## src/rtl/dbsram_pkg.sv

```systemverilog
`timescale 1ns/1ps
package dbsram_pkg;
   // Which edge closes the current cycle.
   typedef enum logic {
      PH_K  = 1'b0,
      PH_KB = 1'b1
   } beat_ph_e;
endpackage

```

## src/rtl/dbsram_merge.sv

```systemverilog
`timescale 1ns/1ps
module dbsram_merge #(
   parameter int DATA_W = 18,
   parameter int LANES  = 2
) (
   input  logic [DATA_W-1:0] old_i,
   input  logic [DATA_W-1:0] new_i,
   input  logic [LANES-1:0]  en_i,
   output logic [DATA_W-1:0] out_o
);
   localparam int LW = DATA_W / LANES;

   for (genvar l = 0; l < LANES; l++) begin : g_lane
      assign out_o[l*LW +: LW] = en_i[l] ? new_i[l*LW +: LW] : old_i[l*LW +: LW];
   end
endmodule

```

## src/rtl/dbsram_wr_path.sv

```systemverilog
`timescale 1ns/1ps
module dbsram_wr_path
   import dbsram_pkg::*;
#(
   parameter int DATA_W = 18,
   parameter int LANES  = 2,
   parameter int ADDR_W = 4
) (
   input  logic              clk,
   input  logic              rst_n,
   input  beat_ph_e          ph,
   input  logic              ld_n,
   input  logic              rd_sel,
   input  logic [ADDR_W-1:0] addr,
   input  logic [DATA_W-1:0] wdata,
   input  logic [LANES-1:0]  bw_n,
   output logic              cm_en,
   output logic [ADDR_W-1:0] cm_addr,
   output logic [DATA_W-1:0] cm_d0,
   output logic [DATA_W-1:0] cm_d1,
   output logic [LANES-1:0]  cm_m0,
   output logic [LANES-1:0]  cm_m1
);
   logic              wr_start;
   logic              b0_pend_q;
   logic              commit_q;
   logic [ADDR_W-1:0] addr_q;
   logic [DATA_W-1:0] d0_q, d1_q;
   logic [LANES-1:0]  m0_q, m1_q;

   assign wr_start = (ph == PH_K) && !ld_n && !rd_sel;

   always_ff @(posedge clk or negedge rst_n) begin
      if (!rst_n) begin
         b0_pend_q <= 1'b0;
         commit_q  <= 1'b0;
      end else if (ph == PH_K) begin
         b0_pend_q <= wr_start;
         commit_q  <= 1'b0;
      end else begin
         b0_pend_q <= 1'b0;
         commit_q  <= b0_pend_q;
      end
   end

   always_ff @(posedge clk) begin
      if (wr_start) begin
         addr_q <= addr;
         d0_q   <= wdata;
         m0_q   <= ~bw_n;
      end
      if ((ph == PH_KB) && b0_pend_q) begin
         d1_q <= wdata;
         m1_q <= ~bw_n;
      end
   end

   assign cm_en   = commit_q;
   assign cm_addr = addr_q;
   assign cm_d0   = d0_q;
   assign cm_d1   = d1_q;
   assign cm_m0   = m0_q;
   assign cm_m1   = m1_q;
endmodule

```

## src/rtl/dbsram_array.sv

```systemverilog
`timescale 1ns/1ps
module dbsram_array #(
   parameter int DATA_W = 18,
   parameter int LANES  = 2,
   parameter int ADDR_W = 4
) (
   input  logic              clk,
   input  logic              we,
   input  logic [ADDR_W-1:0] waddr,
   input  logic [DATA_W-1:0] wd0,
   input  logic [DATA_W-1:0] wd1,
   input  logic [LANES-1:0]  wm0,
   input  logic [LANES-1:0]  wm1,
   input  logic [ADDR_W-1:0] raddr,
   output logic [DATA_W-1:0] rd0,
   output logic [DATA_W-1:0] rd1
);
   localparam int LW    = DATA_W / LANES;
   localparam int DEPTH = 1 << ADDR_W;

   for (genvar l = 0; l < LANES; l++) begin : g_lane
      logic [LW-1:0] bank0 [DEPTH];
      logic [LW-1:0] bank1 [DEPTH];

      always_ff @(posedge clk) begin
         if (we && wm0[l]) bank0[waddr] <= wd0[l*LW +: LW];
         if (we && wm1[l]) bank1[waddr] <= wd1[l*LW +: LW];
      end

      assign rd0[l*LW +: LW] = bank0[raddr];
      assign rd1[l*LW +: LW] = bank1[raddr];
   end
endmodule

```

## src/rtl/dbsram_rd_path.sv

```systemverilog
`timescale 1ns/1ps
module dbsram_rd_path
   import dbsram_pkg::*;
#(
   parameter int DATA_W = 18,
   parameter int LANES  = 2,
   parameter int ADDR_W = 4
) (
   input  logic              clk,
   input  logic              rst_n,
   input  beat_ph_e          ph,
   input  logic              ld_n,
   input  logic              rd_sel,
   input  logic [ADDR_W-1:0] addr,
   input  logic [DATA_W-1:0] arr0,
   input  logic [DATA_W-1:0] arr1,
   input  logic              cm_en,
   input  logic [ADDR_W-1:0] cm_addr,
   input  logic [DATA_W-1:0] cm_d0,
   input  logic [DATA_W-1:0] cm_d1,
   input  logic [LANES-1:0]  cm_m0,
   input  logic [LANES-1:0]  cm_m1,
   output logic [DATA_W-1:0] rdata,
   output logic              rvalid
);
   logic              rd_start;
   logic              hit;
   logic [LANES-1:0]  f_m0, f_m1;
   logic [DATA_W-1:0] fw0, fw1;
   logic              sa_v_q, sb_v_q, tail_q, rvalid_q;
   logic [DATA_W-1:0] sa0_q, sa1_q, sb0_q, sb1_q, rdata_q;

   assign rd_start = (ph == PH_K) && !ld_n && rd_sel;
   assign hit      = cm_en && (cm_addr == addr);
   assign f_m0     = hit ? cm_m0 : '0;
   assign f_m1     = hit ? cm_m1 : '0;

   dbsram_merge #(.DATA_W(DATA_W), .LANES(LANES)) u_fwd0 (
      .old_i(arr0), .new_i(cm_d0), .en_i(f_m0), .out_o(fw0));
   dbsram_merge #(.DATA_W(DATA_W), .LANES(LANES)) u_fwd1 (
      .old_i(arr1), .new_i(cm_d1), .en_i(f_m1), .out_o(fw1));

   always_ff @(posedge clk or negedge rst_n) begin
      if (!rst_n) begin
         sa_v_q   <= 1'b0;
         sb_v_q   <= 1'b0;
         tail_q   <= 1'b0;
         rvalid_q <= 1'b0;
         rdata_q  <= '0;
      end else if (ph == PH_K) begin
         sa_v_q <= rd_start;
         sb_v_q <= sa_v_q;
         tail_q <= 1'b0;
         if (tail_q) begin
            rdata_q  <= sb1_q;
            rvalid_q <= 1'b1;
         end else begin
            rdata_q  <= '0;
            rvalid_q <= 1'b0;
         end
      end else begin
         if (sb_v_q) begin
            rdata_q  <= sb0_q;
            rvalid_q <= 1'b1;
            tail_q   <= 1'b1;
         end else begin
            rdata_q  <= '0;
            rvalid_q <= 1'b0;
         end
      end
   end

   always_ff @(posedge clk) begin
      if (rd_start) begin
         sa0_q <= fw0;
         sa1_q <= fw1;
      end
      if (ph == PH_K) begin
         sb0_q <= sa0_q;
         sb1_q <= sa1_q;
      end
   end

   assign rdata  = rdata_q;
   assign rvalid = rvalid_q;
endmodule

```

## src/rtl/dual_beat_sram.sv

```systemverilog
`timescale 1ns/1ps
module dual_beat_sram
   import dbsram_pkg::*;
#(
   parameter int DATA_W = 18,
   parameter int LANES  = 2,
   parameter int ADDR_W = 4
) (
   input  logic              clk,
   input  logic              rst_n,
   output logic              beat_phase,
   input  logic              ld_n,
   input  logic              rd_sel,
   input  logic [ADDR_W-1:0] addr,
   input  logic [LANES-1:0]  bw_n,
   input  logic [DATA_W-1:0] wdata,
   output logic [DATA_W-1:0] rdata,
   output logic              rvalid
);
   if (LANES < 1 || (DATA_W % LANES) != 0) begin : g_bad_lanes
      $error("DATA_W must split evenly into LANES");
   end
   if (ADDR_W < 1 || ADDR_W > 12) begin : g_bad_addr
      $error("ADDR_W out of range");
   end

   beat_ph_e          ph_q;
   logic              cm_en;
   logic [ADDR_W-1:0] cm_addr;
   logic [DATA_W-1:0] cm_d0, cm_d1, arr0, arr1;
   logic [LANES-1:0]  cm_m0, cm_m1;

   always_ff @(posedge clk or negedge rst_n) begin
      if (!rst_n) ph_q <= PH_K;
      else        ph_q <= (ph_q == PH_K) ? PH_KB : PH_K;
   end
   assign beat_phase = ph_q;

   dbsram_wr_path #(.DATA_W(DATA_W), .LANES(LANES), .ADDR_W(ADDR_W)) u_wr (
      .clk(clk), .rst_n(rst_n), .ph(ph_q), .ld_n(ld_n), .rd_sel(rd_sel),
      .addr(addr), .wdata(wdata), .bw_n(bw_n),
      .cm_en(cm_en), .cm_addr(cm_addr), .cm_d0(cm_d0), .cm_d1(cm_d1),
      .cm_m0(cm_m0), .cm_m1(cm_m1));

   dbsram_array #(.DATA_W(DATA_W), .LANES(LANES), .ADDR_W(ADDR_W)) u_arr (
      .clk(clk), .we(cm_en), .waddr(cm_addr), .wd0(cm_d0), .wd1(cm_d1),
      .wm0(cm_m0), .wm1(cm_m1), .raddr(addr), .rd0(arr0), .rd1(arr1));

   dbsram_rd_path #(.DATA_W(DATA_W), .LANES(LANES), .ADDR_W(ADDR_W)) u_rd (
      .clk(clk), .rst_n(rst_n), .ph(ph_q), .ld_n(ld_n), .rd_sel(rd_sel),
      .addr(addr), .arr0(arr0), .arr1(arr1),
      .cm_en(cm_en), .cm_addr(cm_addr), .cm_d0(cm_d0), .cm_d1(cm_d1),
      .cm_m0(cm_m0), .cm_m1(cm_m1),
      .rdata(rdata), .rvalid(rvalid));
endmodule

```

## config.mk

```make
export PLATFORM = sky130hd
export DESIGN_NAME = dual_beat_sram
export DESIGN_NICKNAME = d
export VERILOG_FILES = /design/src/rtl/dbsram_pkg.sv /design/src/rtl/dbsram_merge.sv /design/src/rtl/dbsram_wr_path.sv /design/src/rtl/dbsram_array.sv /design/src/rtl/dbsram_rd_path.sv /design/src/rtl/dual_beat_sram.sv
export SDC_FILE = /design/constraint.sdc
export NUM_CORES = 1
export LEC_CHECK = 0
export BUFFER_PORTS_ARGS = -buffer_cell sky130_fd_sc_hd__buf_2
export CORE_MARGIN = 4
export CORE_UTILIZATION = 54
export DETAILED_ROUTE_END_ITERATION = 16
export GPL_ROUTABILITY_DRIVEN = 0
export PLACE_DENSITY_LB_ADDON = 0.3
export SLEW_MARGIN = 40
export SYNTH_ARGS = -nofsm -noshare
export SYNTH_HDL_FRONTEND = slang
export SYNTH_SLANG_ARGS = --single-unit
```

## constraint.sdc

```tcl
create_clock -name clk -period 7.2 [get_ports clk]
set_clock_uncertainty 0.2 [all_clocks]
set_input_delay 0.36 -clock clk [delete_from_list [all_inputs] [get_ports clk]]
set_output_delay 0.36 -clock clk [all_outputs]
set_load 0.005 [all_outputs]
```

After elaboration in Yosys (flattened, before gate mapping)
Memories as Yosys holds them, arrays and structs flattened. A register that Yosys moved wholly into a read port is not among the register bits.
Index checks and enable logic that the tools add are counted.
{ "totals": {"inputBits": 28, "reg_bits": 105, "rom_bits": 0, "memories": 4, "wordCells": 51, "ram_bits": 576, "latchBits": 0} }
{ "memory_table": {"columns": ["memory", "words", "word_bits", "rd", "rd_ports_with_merged_regs", "wr", "line", "source"], "rows": [
  ["u_arr.g_lane[0].bank0", 16, 9, 1, 1, 1, "dbsram_array.sv:22", "logic [LW-1:0] bank0 [DEPTH];"],
  ["u_arr.g_lane[0].bank1", 16, 9, 1, 1, 1, "dbsram_array.sv:23", "logic [LW-1:0] bank1 [DEPTH];"],
  ["u_arr.g_lane[1].bank0", 16, 9, 1, 1, 1, "dbsram_array.sv:22", null],
  ["u_arr.g_lane[1].bank1", 16, 9, 1, 1, 1, "dbsram_array.sv:23", null]
]} }
{ "op_classes": {"n_shift": 0, "n_reduce_logical": 10, "n_div": 0, "n_mul": 0, "n_addsub": 0, "n_lt_le_gt_ge": 0, "bitwise_logic": 2, "n_mux": 19, "eq_ne": 1} }
{ "op_table": {"columns": ["cell", "n"], "rows": [
  ["$mux W18", 3],
  ["$mux W1", 16],
  ["$logic_and A1 B1 Y1", 8],
  ["$logic_not A1 Y1", 2],
  ["$ne A2 B1 Y1 const B", 1],
  ["$not A2 Y2", 1],
  ["$not A1 Y1", 1]
]} }

Longest topological paths before layout
{ "logic_depth": {"depth_word": 4, "mapped_depth": 7, "depth_no_buf": 4} }

Modules after synthesis
Synthesis repeated with hierarchy kept, for this count alone.
{ "hier_totals": {"hier_cells": 1204, "hier_area_um2": 26897.0} }
{ "modules_own_cells": {"columns": ["mod", "instances", "area_each_um2", "cells_each"], "rows": [
  ["dbsram_array", 1, 21861.0, 973],
  ["dbsram_rd_path", 1, 3026.7, 138],
  ["dbsram_wr_path", 1, 1395.1, 51],
  ["dbsram_merge", 2, 292.8, 20],
  ["dual_beat_sram", 1, 28.8, 2]
]} }

Worst setup path after synthesis
OpenSTA, ideal clock, no wires.
{ "synth_timing": {"path_type": "register to register", "startpoint": "register ph_q, in the netlist beat_phase", "endpoint": "register u_rd.sa0_q[0] (read register of u_arr.g_lane[0].bank0) (enable)", "required_ns": 6.516, "arrival_ns": 3.227, "path_buffers": 0, "path_slack_ns": 3.289, "stages_incl_launch_ff": 2, "period_less_slack_ns": 3.911, "cell_sequence": "dfrtp_1 nor3b_1"} }
{ "synth_via": {"elab_chain_len": 3} }
{ "synth_rtl": {"columns": ["element", "line", "source"], "rows": [
  ["start, declared", "dual_beat_sram.sv:27", "beat_ph_e ph_q;"],
  ["start signal, assigned", "dual_beat_sram.sv:35", "else ph_q <= (ph_q == PH_K) ? PH_KB : PH_K;"],
  ["$not A1 Y1", null, null],
  ["$logic_and A1 B1 Y1 (2 in a row)", "dbsram_rd_path.sv:33", "assign rd_start = (ph == PH_K) && !ld_n && rd_sel;"],
  ["net u_rd.rd_start", "dbsram_rd_path.sv:26", "logic rd_start;"],
  ["end, declared", "dbsram_rd_path.sv:31", "logic [DATA_W-1:0] sa0_q, sa1_q, sb0_q, sb1_q, rdata_q;"]
]} }
The timed path passes the listed nets, and every way through them passes these cells.
A chain may end at the register's enable or synchronous reset.

==> impl_metrics.py <==
metrics = {
    "outcome": {
        "run_status": "completed",
    },
    "layout": {
        "final_common_cell": "edfxtp_1",
        "fillCellCount": 3238,
        "multiInputGateArea_mm2": 0.005152,
        "antennaDiodeCount": 0,
        "final_cell_mix": "edfxtp_1 (692), mux4_2 (144), a22oi_1 (72), clkbuf_16 (72), nor2_2 (52)",
        "fin_util_pct": 61.80,
        "seqCellArea_mm2": 0.02141,
        "area_growth_pct": 13.31,
        "drive_above_1_share_pct": 30.03,
        "layout.nets": 1340,
    },
    "floorplanning": {
        "die_h_um": 230.4,
        "dieArea_mm2": 0.05306,
        "fp.dieW_um": 230.4,
        "core_mm2": 0.04895,
        "rows": 81,
        "ios": 48,
        "start_util_pct": 54.54,
    },
    "critical_path": {
        "worstSetupStartpointType": "primary input",
        "path_max_fanout": 56,
        "crit_arrival_ns": 2.83,
        "crit_slowest_cell": "buf_6",
        "end_kind": "flip-flop",
        "cp_top_family": "buffers and inverters",
        "critical-path-max-stage-delay_ns": 0.63,
        "path_cells": "buf_8 -> buf_6 -> mux4_2 -> a22oi_1 -> nand2_1 -> mux2_2",
        "cp.required_ns": 7.33,
        "cp.depth": 6,
        "cp_num_buf_inv": 2,
        "critPathKind": "primary input to flip-flop",
        "rr_worst_depth": 4,
    },
    "yosys": {
        "ys_seq_elements": 717,
        "synthAdderAreaFrac_pct": 0,
        "yosysWarningCount": 0,
        "syn_area_mm2": 0.02670,
        "synth_top_cell_by_area": "edfxtp_1",
        "synth_xor_area_share_pct": 0.1312,
        "syn_nets": 1227,
        "avgSynthCellArea_um2": 22.27,
        "synth_top_cell_area_share_pct": 77.83,
        "yosys.area_share.simple_pct": 2.235,
        "ys_seq_area_share_pct": 80.18,
        "synthTopCellsByArea": "edfxtp_1 (78%), mux4_2 (12%), dfrtp_1 (2.3%), a22oi_1 (2.0%), mux2_2 (1.5%)",
        "synth_compound_area_share_pct": 2.671,
        "synth_mux_area_share_pct": 13.67,
        "synth_top_family_by_area": "multiplexers",
        "ys_types": 23,
        "postSynthCellCount": 1199,
    },
    "placed_design": {
        "place_worst_setup_slack_ns": 3.887,
        "numPortBuffers": 47,
        "dp_hpwl_mm": 32.16,
    },
    "global_route": {
        "gr-total-overflow": 0,
        "top_usage_layer": "met2",
        "use_met2_pct": 33.14,
        "antenna_found_initial": 0,
        "met3_usage_pct": 4.208,
        "grt_pass1_vias": 12594,
        "grt_use_met1_pct": 29.16,
        "grt_max_degree": 58,
        "grtUsageTotal_pct": 20.61,
        "grt_pass1_wl_mm": 81.47,
    },
    "route": {
        "drc": 0,
        "drt-total-wl_mm": 53.63,
        "vias": 12193,
        "drtIter0Drc": 1210,
        "via_per_inst": 6.018,
        "firstDrtPassIters": 5,
        "ant_nets": 0,
        "wl_per_cell_um": 26.47,
    },
    "min_path": {
        "hp-class": "primary input to asynchronous set/reset pin",
    },
    "cts": {
        "clkTransAtPathRegs_ns": 0.06,
        "cts_setup_buffers": 0,
        "cts_root_buf": "clkbuf_16",
        "insertion_delay_ns": 0.60,
        "clock-sinks": 717,
        "cts_tree": "done",
        "cts_max_level": 3,
        "post_cts_resized": 0,
        "clk_path_buf_depth": 3,
        "cts_made_buffers": 70,
    },
    "timing": {
        "tightest_slew_ns": 0.8577,
        "slew_violations": 0,
        "setup_ws_ns": 4.500,
        "min_period_ns": 2.700,
        "fin_setup_tns_ns": 0,
        "setup_viol": 0,
        "rsz0062_at_grt": "false",
        "min_period_over_period_pct": 37.51,
        "clock.fmax_ghz": 0.3703,
        "hold_viol_final": 0,
        "relSlewSlack_pct": 42.68,
    },
    "job": {
        "cap_viol_max_count": 0,
    },
    "pwr": {
        "vdd_drop_max_mv": 0.1692,
        "powerDensity_mw_per_mm2": 272.1,
        "power_leakage_nw": 9.620,
    },
}
==> routing by layer <==
layer / part of all wire [%] / wire length, µm / vias up
li1: - / - / 5206
met1: 42 / 22330 / 6496
met2: 50 / 26610 / 410
met3: 6.6 / 3514 / 81
met4: 2.2 / 1179 / 0
met5: 0 / 0 / -
==> where the power goes <==
part	internal [W]	leakage (nW)	total (W)	switching (W)
logic	0.000129	2.03	0.000263	0.000134
clock network	0.00191	1.02	0.00338	0.00146
registers	0.00456	6.56	0.00459	0.0000272
==> registers in the layout, indices dropped and copies added, names as in the netlist, 18 cells and up <==
name / cells
u_rd.sa0_q: 18
u_rd.rdata: 18
u_rd.sa1_q: 18
u_rd.sb1_q: 18
u_arr.g_lane.bank1: 288
u_rd.sb0_q: 18
u_wr.cm_d1: 18
u_wr.cm_d0: 18
u_arr.g_lane.bank0: 288
==> final timing paths <==
check,slack (ns),from,to
min reg2reg,0.22,u_rd.sa1_q[17],u_rd.sb1_q[17]
max reg2reg,4.52,u_wr.cm_addr[0],u_rd.sa0_q[12]
min,0.14,rst_n,u_rd.rdata[16]
max in group asynchronous,6.23,rst_n,u_rd.rdata[7]
min in group clk,0.15,addr[0],u_wr.cm_addr[0]
max,4.50,addr[0],u_rd.sa0_q[3]
==> cell families after synthesis <==
group | after synthesis
flip-flops | 717
multiplexers | 180
AND/OR/NAND/NOR | 144
AO/OA/AOI/OAI | 92
buffers and inverters | 62
XOR/XNOR | 4
==> final cells by class <==
type                            instances  area share, %
Multi-Input combinational cell        420          17.03
Timing Repair Buffer                  100          2.510
Inverter                                3        0.03722
Clock inverter                         29         0.7031
Clock buffer                           93          6.216
Sequential cell                       717          70.76
Tap cell                              664          2.746
==> what timing repair did <==
item | 4_1_cts | 5_1_grt
hold endpoints to repair | 68 | 0
hold buffers | 25 | 0
endpoints found under the setup margin | 0 | 0
==> synth_stat cells <==
cell,n
nor3_1,2
nand2_1,49
edfxtp_1,692
nor2_2,4
nand4_1,2
or2_2,1
nor2b_1,7
nor3b_1,1
xnor2_1,4
mux4_2,144
a21o_1,2
clkbuf_1,39
buf_6,7
buf_2,11
a22oi_1,72
mux2_2,36
a22o_1,18
dfrtp_1,25
nor2_1,69
inv_1,3
and2_1,3
buf_1,2
nand3_1,6
==> through the flow <==
step / cell area, µm² / total power [W] / hold slack [ns] / std cells
finish: 30250 / 0.008231 / 0.1427 / 2026
CTS: 30200 / 0.008287 / 0.1040 / 2025
global route: 30250 / 0.008508 / 0.1739 / 2026
floorplan: 26700 / 0.004847 / -0.1356 / 1199
global placement: 27710 / 0.004922 / 0.2022 / 1876
detailed placement: 27860 / 0.004931 / 0.2052 / 1878
Note: power is estimated with default switching activity, not from simulation.
